### src/rtl/ras_pkg.sv
package ras_pkg;

    // Stack action decided from one control-transfer event
    typedef enum logic [1:0] {
        OP_NONE = 2'd0,
        OP_PUSH = 2'd1,
        OP_POP  = 2'd2,
        OP_SWAP = 2'd3
    } ras_op_e;

    // Occupancy of the circular buffer
    typedef enum logic [1:0] {
        OCC_EMPTY   = 2'd0,
        OCC_PARTIAL = 2'd1,
        OCC_FULL    = 2'd2
    } occ_state_e;

    localparam int REG_W = 5;

endpackage

### src/rtl/ras_classify.sv
module ras_classify
    import ras_pkg::*;
#(
    parameter int LINK_A = 1,
    parameter int LINK_B = 5
) (
    input  logic             ev_valid,
    input  logic             ev_is_jal,
    input  logic             ev_is_jalr,
    input  logic [REG_W-1:0] ev_rd,
    input  logic [REG_W-1:0] ev_rs1,
    output ras_op_e          op
);

    logic dst_link;
    logic src_link;
    logic same_reg;

    assign dst_link = (ev_rd  == REG_W'(LINK_A)) || (ev_rd  == REG_W'(LINK_B));
    assign src_link = (ev_rs1 == REG_W'(LINK_A)) || (ev_rs1 == REG_W'(LINK_B));
    assign same_reg = (ev_rd == ev_rs1);

    always_comb begin
        op = OP_NONE;
        if (ev_valid) begin
            if (ev_is_jal) begin
                op = dst_link ? OP_PUSH : OP_NONE;
            end else if (ev_is_jalr) begin
                unique case ({dst_link, src_link})
                    2'b00: op = OP_NONE;
                    2'b01: op = OP_POP;
                    2'b10: op = OP_PUSH;
                    2'b11: op = same_reg ? OP_PUSH : OP_SWAP;
                    default: op = OP_NONE;
                endcase
            end
        end
    end

endmodule

### src/rtl/ras_storage.sv
module ras_storage #(
    parameter int DEPTH  = 8,
    parameter int ADDR_W = 32,
    parameter int PTR_W  = 3
) (
    input  logic              clk,
    input  logic              rst_n,
    input  logic              wr_en,
    input  logic [PTR_W-1:0]  wr_idx,
    input  logic [ADDR_W-1:0] wr_data,
    input  logic [PTR_W-1:0]  rd_idx,
    output logic [ADDR_W-1:0] rd_data
);

    logic [ADDR_W-1:0] slot [DEPTH];
    logic [DEPTH-1:0]  wr_sel;

    // One-hot write decode, one select per slot
    for (genvar g = 0; g < DEPTH; g++) begin : g_sel
        assign wr_sel[g] = wr_en && (wr_idx == PTR_W'(g));
    end

    always_ff @(posedge clk or negedge rst_n) begin
        if (!rst_n) begin
            for (int i = 0; i < DEPTH; i++) slot[i] <= '0;
        end else begin
            for (int i = 0; i < DEPTH; i++) begin
                if (wr_sel[i]) slot[i] <= wr_data;
            end
        end
    end

    assign rd_data = slot[rd_idx];

endmodule

### src/rtl/ras_ctrl.sv
module ras_ctrl
    import ras_pkg::*;
#(
    parameter int DEPTH = 8,
    parameter int PTR_W = 3,
    parameter int CNT_W = 4
) (
    input  logic             clk,
    input  logic             rst_n,
    input  logic             flush,
    input  ras_op_e          op,
    output logic             wr_en,
    output logic [PTR_W-1:0] wr_idx,
    output logic [PTR_W-1:0] top_idx,
    output logic             pop_ok,
    output logic             pop_req,
    output logic [CNT_W-1:0] occ_cnt
);

    occ_state_e       state_q, state_d;
    logic [PTR_W-1:0] ptr_q, ptr_d;
    logic [CNT_W-1:0] cnt_q, cnt_d;
    logic [PTR_W-1:0] ptr_inc;
    logic             has_entry;
    logic             do_push;   // grows the stack by one slot
    logic             do_pop;    // shrinks the stack by one slot
    logic             do_swap;   // rewrites the top in place

    assign has_entry = (state_q != OCC_EMPTY);
    assign ptr_inc   = (ptr_q == PTR_W'(DEPTH - 1)) ? '0 : ptr_q + 1'b1;
    assign top_idx   = (ptr_q == '0) ? PTR_W'(DEPTH - 1) : ptr_q - 1'b1;

    assign pop_req = !flush && ((op == OP_POP) || (op == OP_SWAP));
    assign pop_ok  = pop_req && has_entry;
    assign do_swap = !flush && (op == OP_SWAP) && has_entry;
    assign do_pop  = !flush && (op == OP_POP) && has_entry;
    assign do_push = !flush && ((op == OP_PUSH) || ((op == OP_SWAP) && !has_entry));

    assign wr_en  = do_push || do_swap;
    assign wr_idx = do_swap ? top_idx : ptr_q;

    // State register
    always_ff @(posedge clk or negedge rst_n) begin
        if (!rst_n) state_q <= OCC_EMPTY;
        else        state_q <= state_d;
    end

    // Next-state logic
    always_comb begin
        state_d = state_q;
        if (flush) begin
            state_d = OCC_EMPTY;
        end else begin
            unique case (state_q)
                OCC_EMPTY: begin
                    if (do_push) state_d = (DEPTH == 1) ? OCC_FULL : OCC_PARTIAL;
                end
                OCC_PARTIAL: begin
                    if (do_push && (cnt_q == CNT_W'(DEPTH - 1))) state_d = OCC_FULL;
                    else if (do_pop && (cnt_q == CNT_W'(1)))     state_d = OCC_EMPTY;
                end
                OCC_FULL: begin
                    if (do_pop) state_d = (DEPTH == 1) ? OCC_EMPTY : OCC_PARTIAL;
                end
                default: state_d = OCC_EMPTY;
            endcase
        end
    end

    // Pointer and occupancy count
    always_comb begin
        ptr_d = ptr_q;
        cnt_d = cnt_q;
        if (flush) begin
            ptr_d = '0;
            cnt_d = '0;
        end else if (do_push) begin
            ptr_d = ptr_inc;
            cnt_d = (state_q == OCC_FULL) ? cnt_q : cnt_q + 1'b1;
        end else if (do_pop) begin
            ptr_d = top_idx;
            cnt_d = cnt_q - 1'b1;
        end
    end

    always_ff @(posedge clk or negedge rst_n) begin
        if (!rst_n) begin
            ptr_q <= '0;
            cnt_q <= '0;
        end else begin
            ptr_q <= ptr_d;
            cnt_q <= cnt_d;
        end
    end

    assign occ_cnt = cnt_q;

endmodule

### src/rtl/ras_predictor.sv
module ras_predictor
    import ras_pkg::*;
#(
    parameter int DEPTH  = 8,
    parameter int ADDR_W = 32,
    parameter int PTR_W  = (DEPTH > 1) ? $clog2(DEPTH) : 1,
    parameter int CNT_W  = $clog2(DEPTH + 1)
) (
    input  logic              clk,
    input  logic              rst_n,
    input  logic              flush,
    input  logic              ev_valid,
    input  logic              ev_is_jal,
    input  logic              ev_is_jalr,
    input  logic [4:0]        ev_rd,
    input  logic [4:0]        ev_rs1,
    input  logic [ADDR_W-1:0] ev_pc,
    output logic              pred_req,
    output logic              pred_valid,
    output logic [ADDR_W-1:0] pred_addr
);

    localparam logic [ADDR_W-1:0] STEP = ADDR_W'(4);

    ras_op_e           op;
    logic              wr_en;
    logic [PTR_W-1:0]  wr_idx;
    logic [PTR_W-1:0]  top_idx;
    logic              pop_ok;
    logic              pop_req;
    logic [CNT_W-1:0]  occ_cnt;
    logic [ADDR_W-1:0] top_data;
    logic [ADDR_W-1:0] ret_addr;

    assign ret_addr = ev_pc + STEP;

    ras_classify u_cls (
        .ev_valid   (ev_valid),
        .ev_is_jal  (ev_is_jal),
        .ev_is_jalr (ev_is_jalr),
        .ev_rd      (ev_rd),
        .ev_rs1     (ev_rs1),
        .op         (op)
    );

    ras_ctrl #(.DEPTH(DEPTH), .PTR_W(PTR_W), .CNT_W(CNT_W)) u_ctrl (
        .clk     (clk),
        .rst_n   (rst_n),
        .flush   (flush),
        .op      (op),
        .wr_en   (wr_en),
        .wr_idx  (wr_idx),
        .top_idx (top_idx),
        .pop_ok  (pop_ok),
        .pop_req (pop_req),
        .occ_cnt (occ_cnt)
    );

    ras_storage #(.DEPTH(DEPTH), .ADDR_W(ADDR_W), .PTR_W(PTR_W)) u_mem (
        .clk     (clk),
        .rst_n   (rst_n),
        .wr_en   (wr_en),
        .wr_idx  (wr_idx),
        .wr_data (ret_addr),
        .rd_idx  (top_idx),
        .rd_data (top_data)
    );

    // Registered prediction outputs
    always_ff @(posedge clk or negedge rst_n) begin
        if (!rst_n) begin
            pred_req   <= 1'b0;
            pred_valid <= 1'b0;
            pred_addr  <= '0;
        end else begin
            pred_req   <= pop_req;
            pred_valid <= pop_ok;
            pred_addr  <= pop_ok ? top_data : '0;
        end
    end

endmodule

### config.mk
export PLATFORM = sky130hd
export DESIGN_NAME = ras_predictor
export DESIGN_NICKNAME = d
export VERILOG_FILES = /design/src/rtl/ras_pkg.sv /design/src/rtl/ras_classify.sv /design/src/rtl/ras_storage.sv /design/src/rtl/ras_ctrl.sv /design/src/rtl/ras_predictor.sv
export SDC_FILE = /design/constraint.sdc
export NUM_CORES = 1
export LEC_CHECK = 0
export ABC_AREA = 1
export BUFFER_PORTS_ARGS = -buffer_cell sky130_fd_sc_hd__buf_2
export CAP_MARGIN = 10
export CORE_MARGIN = 2
export CORE_UTILIZATION = 55
export DETAILED_ROUTE_END_ITERATION = 16
export PLACE_DENSITY = 0.71
export SETUP_SLACK_MARGIN = 0.1
export SLEW_MARGIN = 0
export SYNTH_ARGS = -nofsm -noshare
export SYNTH_HDL_FRONTEND = slang
export SYNTH_SLANG_ARGS = --single-unit
### constraint.sdc
create_clock -name clk -period 5.8 [get_ports clk]
set_clock_uncertainty 0.15 [all_clocks]
set_input_delay 0 -clock clk [delete_from_list [all_inputs] [get_ports clk]]
set_output_delay 0 -clock clk [all_outputs]
set_load 0.05 [all_outputs]
* Yosys cells after proc, flatten, opt, wreduce, memory -nomap -nowiden
Cells that the tools add are included.
** Word-level totals
- Register bits :: 299
- Output and inout bits :: 34
- Logic and storage cells :: 107
** Operators by class
- Add/subtract/negate cells :: 5
- Order comparisons :: 1
- Equality and inequality tests :: 27
- Mux-type cells :: 26
- Bitwise operators :: 1
- Reductions and logical operators :: 33
** Operator list (count)
- 32-bit binary-select mux with 3-bit select :: 1
- 32-bit two-way mux :: 3
- 32-bit by 3-bit adder with 32-bit output, second input constant :: 1
- 1-bit logical AND :: 18
- 2-bit two-way mux :: 9
- 3-bit two-way mux :: 6
- 4-bit two-way mux :: 4
- 3-bit equality test, second input constant :: 5
- 2-bit equality test, second input constant :: 5
- 5-bit by 1-bit equality test with 1-bit output, second input constant :: 2
- 5-bit by 3-bit equality test with 1-bit output, second input constant :: 2
- 2-bit case mux with 4 select lines :: 1
- 2-bit by 1-bit equality test with 1-bit output, second input constant :: 3
- 3-bit by 2-bit equality test with 1-bit output, second input constant :: 2
- 3-bit logical NOT :: 2
- 3-bit by 2-bit inequality test with 1-bit output, second input constant :: 2
- 2-bit case mux with 3 select lines :: 1
- 5-bit equality test :: 1
- 1-bit logical OR :: 5
- 4-bit by 1-bit adder with 4-bit output, second input constant :: 1
- 4-bit by 1-bit equality test with 1-bit output, second input constant :: 1
- 4-bit by 3-bit equality test with 1-bit output, second input constant :: 1
- 4-bit greater-or-equal comparator, second input constant :: 1
- 2-bit logical NOT :: 2
- other kinds (13) :: 14

* Depth between registers and ports, before layout
Gate-level depths: netlist of the first run.
- Depth after elaboration :: 15
- Depth in mapped cells :: 16
- Mapped depth without buffers :: 15

* Hierarchy
From an unflattened synthesis of the first run, not the netlist that was laid out.
** Unflattened totals
- Cell total of the unflattened synthesis :: 2123
- Area, all modules :: 15258.4 µm²
** Modules (own cells, without submodules)
- ras_storage :: times used 1, cells each 1716, area an instance 12465.7 µm², sequential area each 6406.1 µm²
- ras_predictor :: times used 1, cells each 272, area an instance 1933.1 µm², sequential area each 850.8 µm²
- ras_ctrl :: times used 1, cells each 113, area an instance 773.2 µm², sequential area each 225.2 µm²
- ras_classify :: times used 1, cells each 22, area an instance 86.3 µm², sequential area each 0.0 µm²

* Worst setup path after synthesis of the first run
No wires, ideal clock.
- Path type :: reg2reg
- From :: register u_ctrl.ptr_q[0]
- To :: register u_mem.slot[105] in the netlist's numbering
- Library setup time :: 0.066 ns
- Data arrival time :: 2.331 ns
- Path slack :: 3.253 ns
- Cell stages (with the launch flop) :: 14
- Buffers on the path :: 5
- Period minus slack after synthesis :: 2.547 ns
- Path through :: dfrtp_1 > buf_2 > inv_1 > buf_2 > buf_1 > ha_1 > xor2_1 > a21oi_1 > nand3b_4 > a21oi_4 > buf_2 > buf_6 > nand3_1 > nand2_1
** Between the ends
- Cells in the longest elaborated chain, start to end :: 5
** RTL lines
- start, declared :: line ras_ctrl.sv:21 : logic [PTR_W-1:0] ptr_q, ptr_d;
- start signal, assigned :: line ras_ctrl.sv:91 : ptr_q <= ptr_d;
- 3-bit by 1-bit subtractor with 3-bit output or 3-bit logical NOT (tied branches) :: line ras_ctrl.sv:31 : assign top_idx = (ptr_q == '0) ? PTR_W'(DEPTH - 1) : ptr_q - 1'b1;
- 3-bit two-way mux :: line ras_ctrl.sv:31
- 3-bit two-way mux * :: line ras_ctrl.sv:40 : assign wr_idx = do_swap ? top_idx : ptr_q;
- 3-bit equality test * :: line ras_storage.sv:20 : assign wr_sel[g] = wr_en && (wr_idx == PTR_W'(g));
- 1-bit logical AND * :: line ras_storage.sv:20
- end signal, assigned by index :: line ras_storage.sv:28 : if (wr_sel[i]) slot[i] <= wr_data;
- end, declared :: line ras_storage.sv:15 : logic [ADDR_W-1:0] slot [DEPTH];
Every way passes the cells marked *; elsewhere a longest branch is shown, timed or not.
A chain may end at the register's enable or synchronous reset.

* Final worst setup path of the first run
- From :: register u_ctrl.ptr_q[0]
- To :: register u_mem.slot[116] in the netlist's numbering
The elaborated chain is that of the path after synthesis.

==> impl_metrics.json, run 1 <==
{
  "vias": 13800,
  "cts_buffers": 34,
  "share_seq_of_total_power": 0.411,
  "yosys.cell_types.count": 41,
  "slew_headroom": 0.306,
  "netlist.top_cell.by_area": "sky130_fd_sc_hd__dfrtp_1",
  "max_cap_viol_count": 0,
  "synth.net_count": 2005,
  "timing.critical_path.from_type": "flip-flop",
  "fin_area_sq_um": 16900,
  "totalNegativeSetupSlack_ns": 0,
  "power_mw": 5.67,
  "initial_utilization": 0.562,
  "dpl.hpwl_mm": 25.1,
  "synth_top_flop_cell": "sky130_fd_sc_hd__dfrtp_1",
  "clk_pin_slew_ns": 0.06,
  "tightestPinTransition_ns": 1.03,
  "vias_in_the_first_global_route": 13200,
  "ioPinCount": 82,
  "clock_tree.root_cell": "sky130_fd_sc_hd__clkbuf_16",
  "max_freq_mhz": 240,
  "yosys.area.top_type_share": 0.493,
  "detail_route.wl_per_cell_um": 18.8,
  "final_nets": 2049,
  "syn-cell-area_sq_um": 15200,
  "worst_skew_pair.late_latency_ns": 0.51,
  "ys_top_cells_by_area": "sky130_fd_sc_hd__dfrtp_1, sky130_fd_sc_hd__nand2_1, sky130_fd_sc_hd__nand3_1, sky130_fd_sc_hd__nor2_1, sky130_fd_sc_hd__o21ai_0",
  "layout-area-overhead-vs-synth_pct": 11.5,
  "syn-mean-instance-area_sq_um": 7.79,
  "pwr-share-comb": 0.215,
  "worstSetupPathType": "reg -> reg",
  "final_period_minus_worst_setup_slack_ns": 4.17,
  "setup_violation_total_in_the_final_timing_report": 0,
  "grt_remaining_overflow": 0,
  "end_kind": "flip-flop",
  "gp_routability_congestion": 0.859,
  "synth_warnings": 0,
  "cp.arrival_ns": 4.42,
  "finish.cell_count_without_fillers": 2354,
  "syn_inst": 1949,
  "first_iter_violations": 1725,
  "leakagePower_nw": 9.13,
  "asyncSetResetFlopFracSynth": 1.00,
  "clock_sink_count": 299,
  "antenna_found_initial": 0,
  "power.density_nw_per_um2": 335,
  "die_height_um": 170,
  "placeableCoreArea_sq_um": 27000,
  "crit_required_ns": 6.05,
  "drt.antenna.violating_nets": 0,
  "largest_net_degree_at_the_start_of_global_routing": 168,
  "vdd_drop_max_v": 0.000285,
  "critical_path_peak_fanout": 75,
  "grt_first_pass_wirelength_mm": 70.8,
  "tritoncts": "yes",
  "yosysSeqAreaShare": 0.493,
  "n_antenna_cell": 0,
  "run_status": "finished, final reports clean",
  "global_route.usage.total": 0.310,
  "holdCritPathClass": "in -> reg",
  "drc_errors": 0,
  "report.final.hold_viol_count": 0,
  "setup_repair_after_global_routing_missed_its_margin": "no",
  "layout_worst_path_cycle_share": 0.719,
  "post_dp_cell_area_sq_um": 15500,
  "postCtsResizedCells": 0,
  "drt_first_pass_iters": 5,
  "floorplan.die_area_sq_um": 29000,
  "dr_vias_cell": 5.86,
  "placed_cells_incl_taps": 2260,
  "count_of_state_elements_after_synthesis": 299,
  "swShare": 0.320,
  "htree_levels": 2,
  "synth_enable_flop_cells": 0,
  "power_frac_clock": 0.375,
  "die_w_um": 170,
  "num_rows": 60,
  "port-buffer-count": 81,
  "final_layout_size_suffix_gt1_frac": 0.0979,
  "timing.final.max_slew_violations": 0,
  "net-switching-power_mw": 1.81,
  "clock_tree.buffer_depth": 3,
  "routed_wirelength_mm": 44.3,
  "power_report.internal_total_mw": 3.86
}
## path summary, 6_finish.rpt
path,start,to,slack [ns],cells after the start
hold / removal,ev_pc[3],u_mem.slot[133],0.02,5
setup / recovery,u_ctrl.ptr_q[0],u_mem.slot[116],1.63,11
hold reg to reg,u_mem.slot[37],u_mem.slot[37],0.32,2
setup reg to reg,u_ctrl.ptr_q[0],u_mem.slot[116],1.63,11
min in group asynchronous,rst_n,u_mem.slot[63],0.44,4
max in group asynchronous,rst_n,pred_addr[11],4.11,4
## power by group through the flow
stage	clock network, mW	registers [mW]	logic [mW]
2_1_floorplan	0	2.31	0.883
3_3_place_gp	0	2.36	1.16
3_5_place_dp	0	2.36	1.17
4_1_cts	2.15	2.32	1.20
5_1_grt	2.23	2.34	1.34
6_report	2.13	2.33	1.22
## Yosys cell counts (2+ instances only)
master,number
sky130_fd_sc_hd__nand2_1,610
sky130_fd_sc_hd__dfrtp_1,299
sky130_fd_sc_hd__nor2_1,278
sky130_fd_sc_hd__nand3_1,276
sky130_fd_sc_hd__o21ai_0,138
sky130_fd_sc_hd__buf_2,49
sky130_fd_sc_hd__clkbuf_1,43
sky130_fd_sc_hd__inv_1,40
sky130_fd_sc_hd__a21oi_1,34
sky130_fd_sc_hd__a211oi_1,32
sky130_fd_sc_hd__buf_6,31
sky130_fd_sc_hd__xor2_1,21
sky130_fd_sc_hd__nor2_2,12
sky130_fd_sc_hd__buf_1,10
sky130_fd_sc_hd__nand4_1,10
sky130_fd_sc_hd__ha_1,8
sky130_fd_sc_hd__nor3_1,8
sky130_fd_sc_hd__xnor2_1,6
sky130_fd_sc_hd__buf_4,5
sky130_fd_sc_hd__nand2_2,5
sky130_fd_sc_hd__xor2_2,4
sky130_fd_sc_hd__nor2_4,3
sky130_fd_sc_hd__nand2_4,2
sky130_fd_sc_hd__nand3b_1,2
sky130_fd_sc_hd__nand4_2,2
sky130_fd_sc_hd__nor3_2,2
sky130_fd_sc_hd__nor4_1,2
sky130_fd_sc_hd__o211ai_1,2
sky130_fd_sc_hd__o21ai_1,2
sky130_fd_sc_hd__xnor2_2,2
## area by class of cell
cell class / count / area (sq um)
Tap cell: 341 / 427
Inverter: 42 / 160
Sequential cell: 299 / 7490
Fill cell: 2394 / 10100
Clock buffer: 51 / 1010
Clock inverter: 5 / 75.1
Timing Repair Buffer: 146 / 1030
Multi-Input combinational cell: 1470 / 6760
## stage by stage
| step | hold slack [ns] | setup WS [ns] | util |
|---|---|---|---|
| 5_1_grt | 0.0633 | 1.40 | 0.627 |
| 2_1_floorplan | -0.446 | 3.25 | - |
| 4_1_cts | 0.000524 | 1.67 | 0.627 |
| 3_5_place_dp | -0.184 | 1.66 | 0.572 |
| 3_3_place_gp | -0.176 | 1.77 | 0.572 |
| 6_report | 0.0182 | 1.63 | 0.627 |
## critical path: stages (launching register included)
cell                      delay (ns)
sky130_fd_sc_hd__dfrtp_4        1.04
sky130_fd_sc_hd__inv_4          0.06
sky130_fd_sc_hd__ha_1           0.28
sky130_fd_sc_hd__nand2_1        0.11
sky130_fd_sc_hd__nand2_1        0.08
sky130_fd_sc_hd__nand3_1        0.14
sky130_fd_sc_hd__nand2_2        0.11
sky130_fd_sc_hd__nor2_4         0.69
sky130_fd_sc_hd__nand2_1        0.78
sky130_fd_sc_hd__buf_4          0.45
sky130_fd_sc_hd__nand2_1        0.08
sky130_fd_sc_hd__nand2_1        0.05
## registers in the layout (all words and copies together), names as in the netlist
| signal | count |
|---|---|
| pred_addr | 32 |
| pred_req | 1 |
| pred_valid | 1 |
| u_ctrl.occ_cnt | 4 |
| u_ctrl.ptr_q | 3 |
| u_ctrl.state_q | 2 |
| u_mem.slot | 256 |
## placed cells by master, fill, tap and decap left out, types with 2 or more instances in the layout
| master | Yosys | final |
|---|---|---|
| sky130_fd_sc_hd__nand4_1 | 10 | 10 |
| sky130_fd_sc_hd__nand3b_1 | 2 | 2 |
| sky130_fd_sc_hd__clkbuf_16 | 0 | 37 |
| sky130_fd_sc_hd__dfrtp_1 | 299 | 298 |
| sky130_fd_sc_hd__nor2_4 | 3 | 7 |
| sky130_fd_sc_hd__inv_2 | 1 | 2 |
| sky130_fd_sc_hd__nor3_1 | 8 | 8 |
| sky130_fd_sc_hd__ha_1 | 8 | 8 |
| sky130_fd_sc_hd__nor3_2 | 2 | 2 |
| sky130_fd_sc_hd__inv_1 | 40 | 38 |
| sky130_fd_sc_hd__nor2_2 | 12 | 8 |
| sky130_fd_sc_hd__bufinv_16 | 0 | 2 |
| sky130_fd_sc_hd__nand2_1 | 610 | 609 |
| sky130_fd_sc_hd__clkbuf_8 | 0 | 3 |
| sky130_fd_sc_hd__nand3_1 | 276 | 276 |
| sky130_fd_sc_hd__xor2_2 | 4 | 4 |
| sky130_fd_sc_hd__o21ai_0 | 138 | 138 |
| sky130_fd_sc_hd__xnor2_1 | 6 | 6 |
| sky130_fd_sc_hd__xnor2_2 | 2 | 2 |
| sky130_fd_sc_hd__nor2_1 | 278 | 278 |
| sky130_fd_sc_hd__a21oi_4 | 1 | 2 |
| sky130_fd_sc_hd__a211oi_1 | 32 | 32 |
| sky130_fd_sc_hd__nand2_4 | 2 | 2 |
| sky130_fd_sc_hd__clkbuf_1 | 43 | 11 |
| sky130_fd_sc_hd__dlygate4sd3_1 | 0 | 37 |
| sky130_fd_sc_hd__nor4_1 | 2 | 2 |
| sky130_fd_sc_hd__o21ai_1 | 2 | 2 |
| sky130_fd_sc_hd__buf_4 | 5 | 26 |
| sky130_fd_sc_hd__nand2_2 | 5 | 6 |
| sky130_fd_sc_hd__a21oi_1 | 34 | 33 |
| sky130_fd_sc_hd__o211ai_1 | 2 | 2 |
| sky130_fd_sc_hd__nand4_2 | 2 | 2 |
| sky130_fd_sc_hd__clkinv_2 | 0 | 3 |
| sky130_fd_sc_hd__xor2_1 | 21 | 21 |
| sky130_fd_sc_hd__buf_2 | 49 | 80 |
## timing repair
item,CTS,global route
setup endpoints to repair,0,0
hold buffers,38,0
endpoints found under the hold margin,328,0
buffers inserted,0,0
## cells by family (layout without fill, tap and decap cells)
logic type | count (synthesis) | after routing | share of synthesized area
DFF | 299 | 299 | 0.493
xor gates and xnor gates | 33 | 33 | 0.0220
adders and majority gates | 8 | 8 | 0.00659
buffers and inverters | 180 | 244 | 0.0651
and+or+nand+nor | 1218 | 1218 | 0.338
AOI/OAI and AO/OA | 211 | 211 | 0.0762
## routing by layer
layer  routed length (um)  global-route usage
met1                18600               0.431
met2                20600               0.504
met3                 3970              0.0491
met4                 1120              0.0940
met5                    0                   0
(Power assumes the default switching activity.)
==> run 2: changes to the inputs <==
==> constraint.sdc (replaced) <==
create_clock -name clk -period 4.06 [get_ports clk]
set_clock_uncertainty 0.15 [all_clocks]
set_input_delay 0 -clock clk [delete_from_list [all_inputs] [get_ports clk]]
set_output_delay 0 -clock clk [all_outputs]
set_load 0.05 [all_outputs]
==> run 2 against run 1 <==
The flow now finishes with violations (hold timing). Critical endpoint is now u_mem.slot[204]. Power up 43%. Wire length up 0.28%. Clock power up 40%. Cell count up 0.25%.
==> impl_metrics.json, run 2 (synthesis results as in run 1) <==
{
  "clk_pin_slew_ns": 0.06,
  "setup_violation_total_in_the_final_timing_report": 0,
  "htree_levels": 2,
  "reg2regPathDepth": 11,
  "report.final.hold_viol_count": 20,
  "tritoncts": "yes",
  "run_status": "finished, violations left",
  "setup_repair_after_global_routing_missed_its_margin": "no",
  "antenna_found_initial": 0,
  "clock_tree.buffer_depth": 3,
  "power_mw": 8.09,
  "regToRegStartpoint": "u_ctrl.ptr_q[0]",
  "critical_path.reg2reg.endpoint": "u_mem.slot[204]",
  "port-buffer-count": 81,
  "slew_headroom": 0.230,
  "dr_vias_cell": 5.81,
  "vdd_drop_max_v": 0.000278,
  "cts_buffers": 35,
  "initial_utilization": 0.562,
  "dpl.hpwl_mm": 24.8,
  "worstSetupPathType": "reg -> reg",
  "layout-area-overhead-vs-synth_pct": 11.7,
  "mostFrequentLayoutCell": "sky130_fd_sc_hd__nand2_1",
  "worst_skew_pair.late_latency_ns": 0.50,
  "clock_tree.root_cell": "sky130_fd_sc_hd__clkbuf_16",
  "detail_route.wl_per_cell_um": 18.8,
  "failed_checks": "hold timing",
  "crit_required_ns": 4.35,
  "critical_path_peak_fanout": 101,
  "gp_routability_congestion": 0.888,
  "routed_wirelength_mm": 44.4,
  "r2r_slack_ns": 0.54,
  "timing.critical_path.from_type": "flip-flop",
  "final_nets": 2056,
  "totalNegativeSetupSlack_ns": 0,
  "registers.top_by_ff_count": "u_mem.slot",
  "tightestPinTransition_ns": 1.16,
  "grt_first_pass_wirelength_mm": 71.9,
  "max_freq_mhz": 284,
  "end_kind": "flip-flop",
  "cp.arrival_ns": 3.81,
  "largest_net_degree_at_the_start_of_global_routing": 104,
  "timing.final.max_slew_violations": 0,
  "ioPinCount": 82,
  "final_period_minus_worst_setup_slack_ns": 3.52,
  "holdCritPathClass": "in -> async",
  "die_w_um": 170,
  "dp_worst_setup_slack_ns": 0.669,
  "placeableCoreArea_sq_um": 27000,
  "grt_remaining_overflow": 0,
  "timing.critical_path.buf_inv": 3,
  "die_height_um": 170,
  "global_route.usage.total": 0.315,
  "critPathMaxStageDelay_ns": 0.96,
  "vias_in_the_first_global_route": 13300,
  "final.setup.worst_slack_ns": 0.543,
  "n_antenna_cell": 0,
  "floorplan.die_area_sq_um": 29000,
  "slowest_stage": "sky130_fd_sc_hd__buf_4",
  "drt.antenna.violating_nets": 0,
  "num_rows": 60,
  "layout_worst_path_cycle_share": 0.866,
  "first_iter_violations": 1620,
  "final.hold.worst_slack_ns": -0.0166,
  "largest_register_ffs": 256,
  "max_cap_viol_count": 0,
  "mostFrequentLayoutCells": "sky130_fd_sc_hd__nand2_1, sky130_fd_sc_hd__dfrtp_1, sky130_fd_sc_hd__nor2_1",
  "clock_sink_count": 299,
  "leakagePower_nw": 9.16,
  "crit_chain": "inv_4, ha_1, xor2_1, a21oi_4, nand3b_4, nand2_2, nor2_4, buf_4, buf_4, nand3_1, nand2_1",
  "crit_path_frequent_cell": "sky130_fd_sc_hd__buf_4",
  "critPathTopFamily": "buffers and inverters",
  "vias": 13700,
  "drc_errors": 0,
  "postCtsSetupBuffers": 0,
  "drt_first_pass_iters": 5,
  "final_layout_size_suffix_gt1_frac": 0.103,
  "power.density_nw_per_um2": 477
}
-- run 2: cell types whose count changed in the layout (fill, tap and decap cells not counted), sizes merged --
cell and change:
buf +6, bufinv -1, clkbuf -1, clkinv +1
inv +1
-- run 2: stage by stage --
| stage | instances | util | area (sq um) | hold slack [ns] |
|---|---|---|---|---|
| after floorplan | 1949 | - | 15200 | -0.446 |
| after global placement | 2267 | 0.574 | 15500 | -0.0543 |
| after detailed placement | 2267 | 0.574 | 15500 | -0.0588 |
| after CTS | 2360 | 0.628 | 17000 | 0.00106 |
| after global routing | 2360 | 0.628 | 17000 | 0.0390 |
| final | 2360 | 0.628 | 17000 | -0.0166 |
-- run 2: final cells by class --
class,instances,area [sq um]
fill,2409,10100
sequential,299,7490
multi-input combinational,1470,6760
timing repair buffer,152,1070
clock buffer,50,1010
tap,341,427
inverter,42,160
clock inverter,6,58.8
-- run 2: worst register-to-register path, cell delays in order (launching register included) --
cell	delay, ns
sky130_fd_sc_hd__dfrtp_4	0.65
sky130_fd_sc_hd__inv_4	0.08
sky130_fd_sc_hd__ha_1	0.22
sky130_fd_sc_hd__xor2_1	0.17
sky130_fd_sc_hd__a21oi_4	0.14
sky130_fd_sc_hd__nand3b_4	0.17
sky130_fd_sc_hd__nand2_2	0.07
sky130_fd_sc_hd__nor2_4	0.07
sky130_fd_sc_hd__buf_4	0.33
sky130_fd_sc_hd__buf_4	0.98
sky130_fd_sc_hd__nand3_1	0.28
sky130_fd_sc_hd__nand2_1	0.15
-- run 2: how the worst max path moves through the flow --
stage	from	end	slack, ns	depth (start not counted)
6_report	u_ctrl.ptr_q[0]	u_mem.slot[204]	0.54	11
5_1_grt	u_ctrl.ptr_q[0]	u_mem.slot[204]	0.34	11
4_1_cts	u_ctrl.ptr_q[0]	u_mem.slot[162]	0.66	11
3_5_place_dp	u_ctrl.ptr_q[0]	u_mem.slot[135]	0.67	11
3_3_place_gp	u_ctrl.ptr_q[0]	u_mem.slot[162]	0.75	11
2_1_floorplan	u_ctrl.ptr_q[0]	u_mem.slot[105]	1.51	13
-- run 2: routing by layer --
metal / vias to the layer above / GRT usage / routed length (um)
met2: 661 / 0.501 / 20800
met5: - / 0 / 0
met3: 83 / 0.0544 / 3790
met4: 0 / 0.106 / 1100
met1: 6580 / 0.439 / 18800
li1: 6397 / - / -
-- run 2: timing repair --
| item | 4_1_cts | 5_1_grt |
|---|---|---|
| gates resized for setup | 0 | 0 |
| hold endpoints to repair | 398 | 0 |
| hold buffers | 37 | 0 |
-- run 2: report_power, final --
part	leakage, nW	switching [mW]	internal [mW]
Sequential	4.13	0.136	3.17
Clock	0.531	1.20	1.78
Combinational	4.49	1.28	0.519
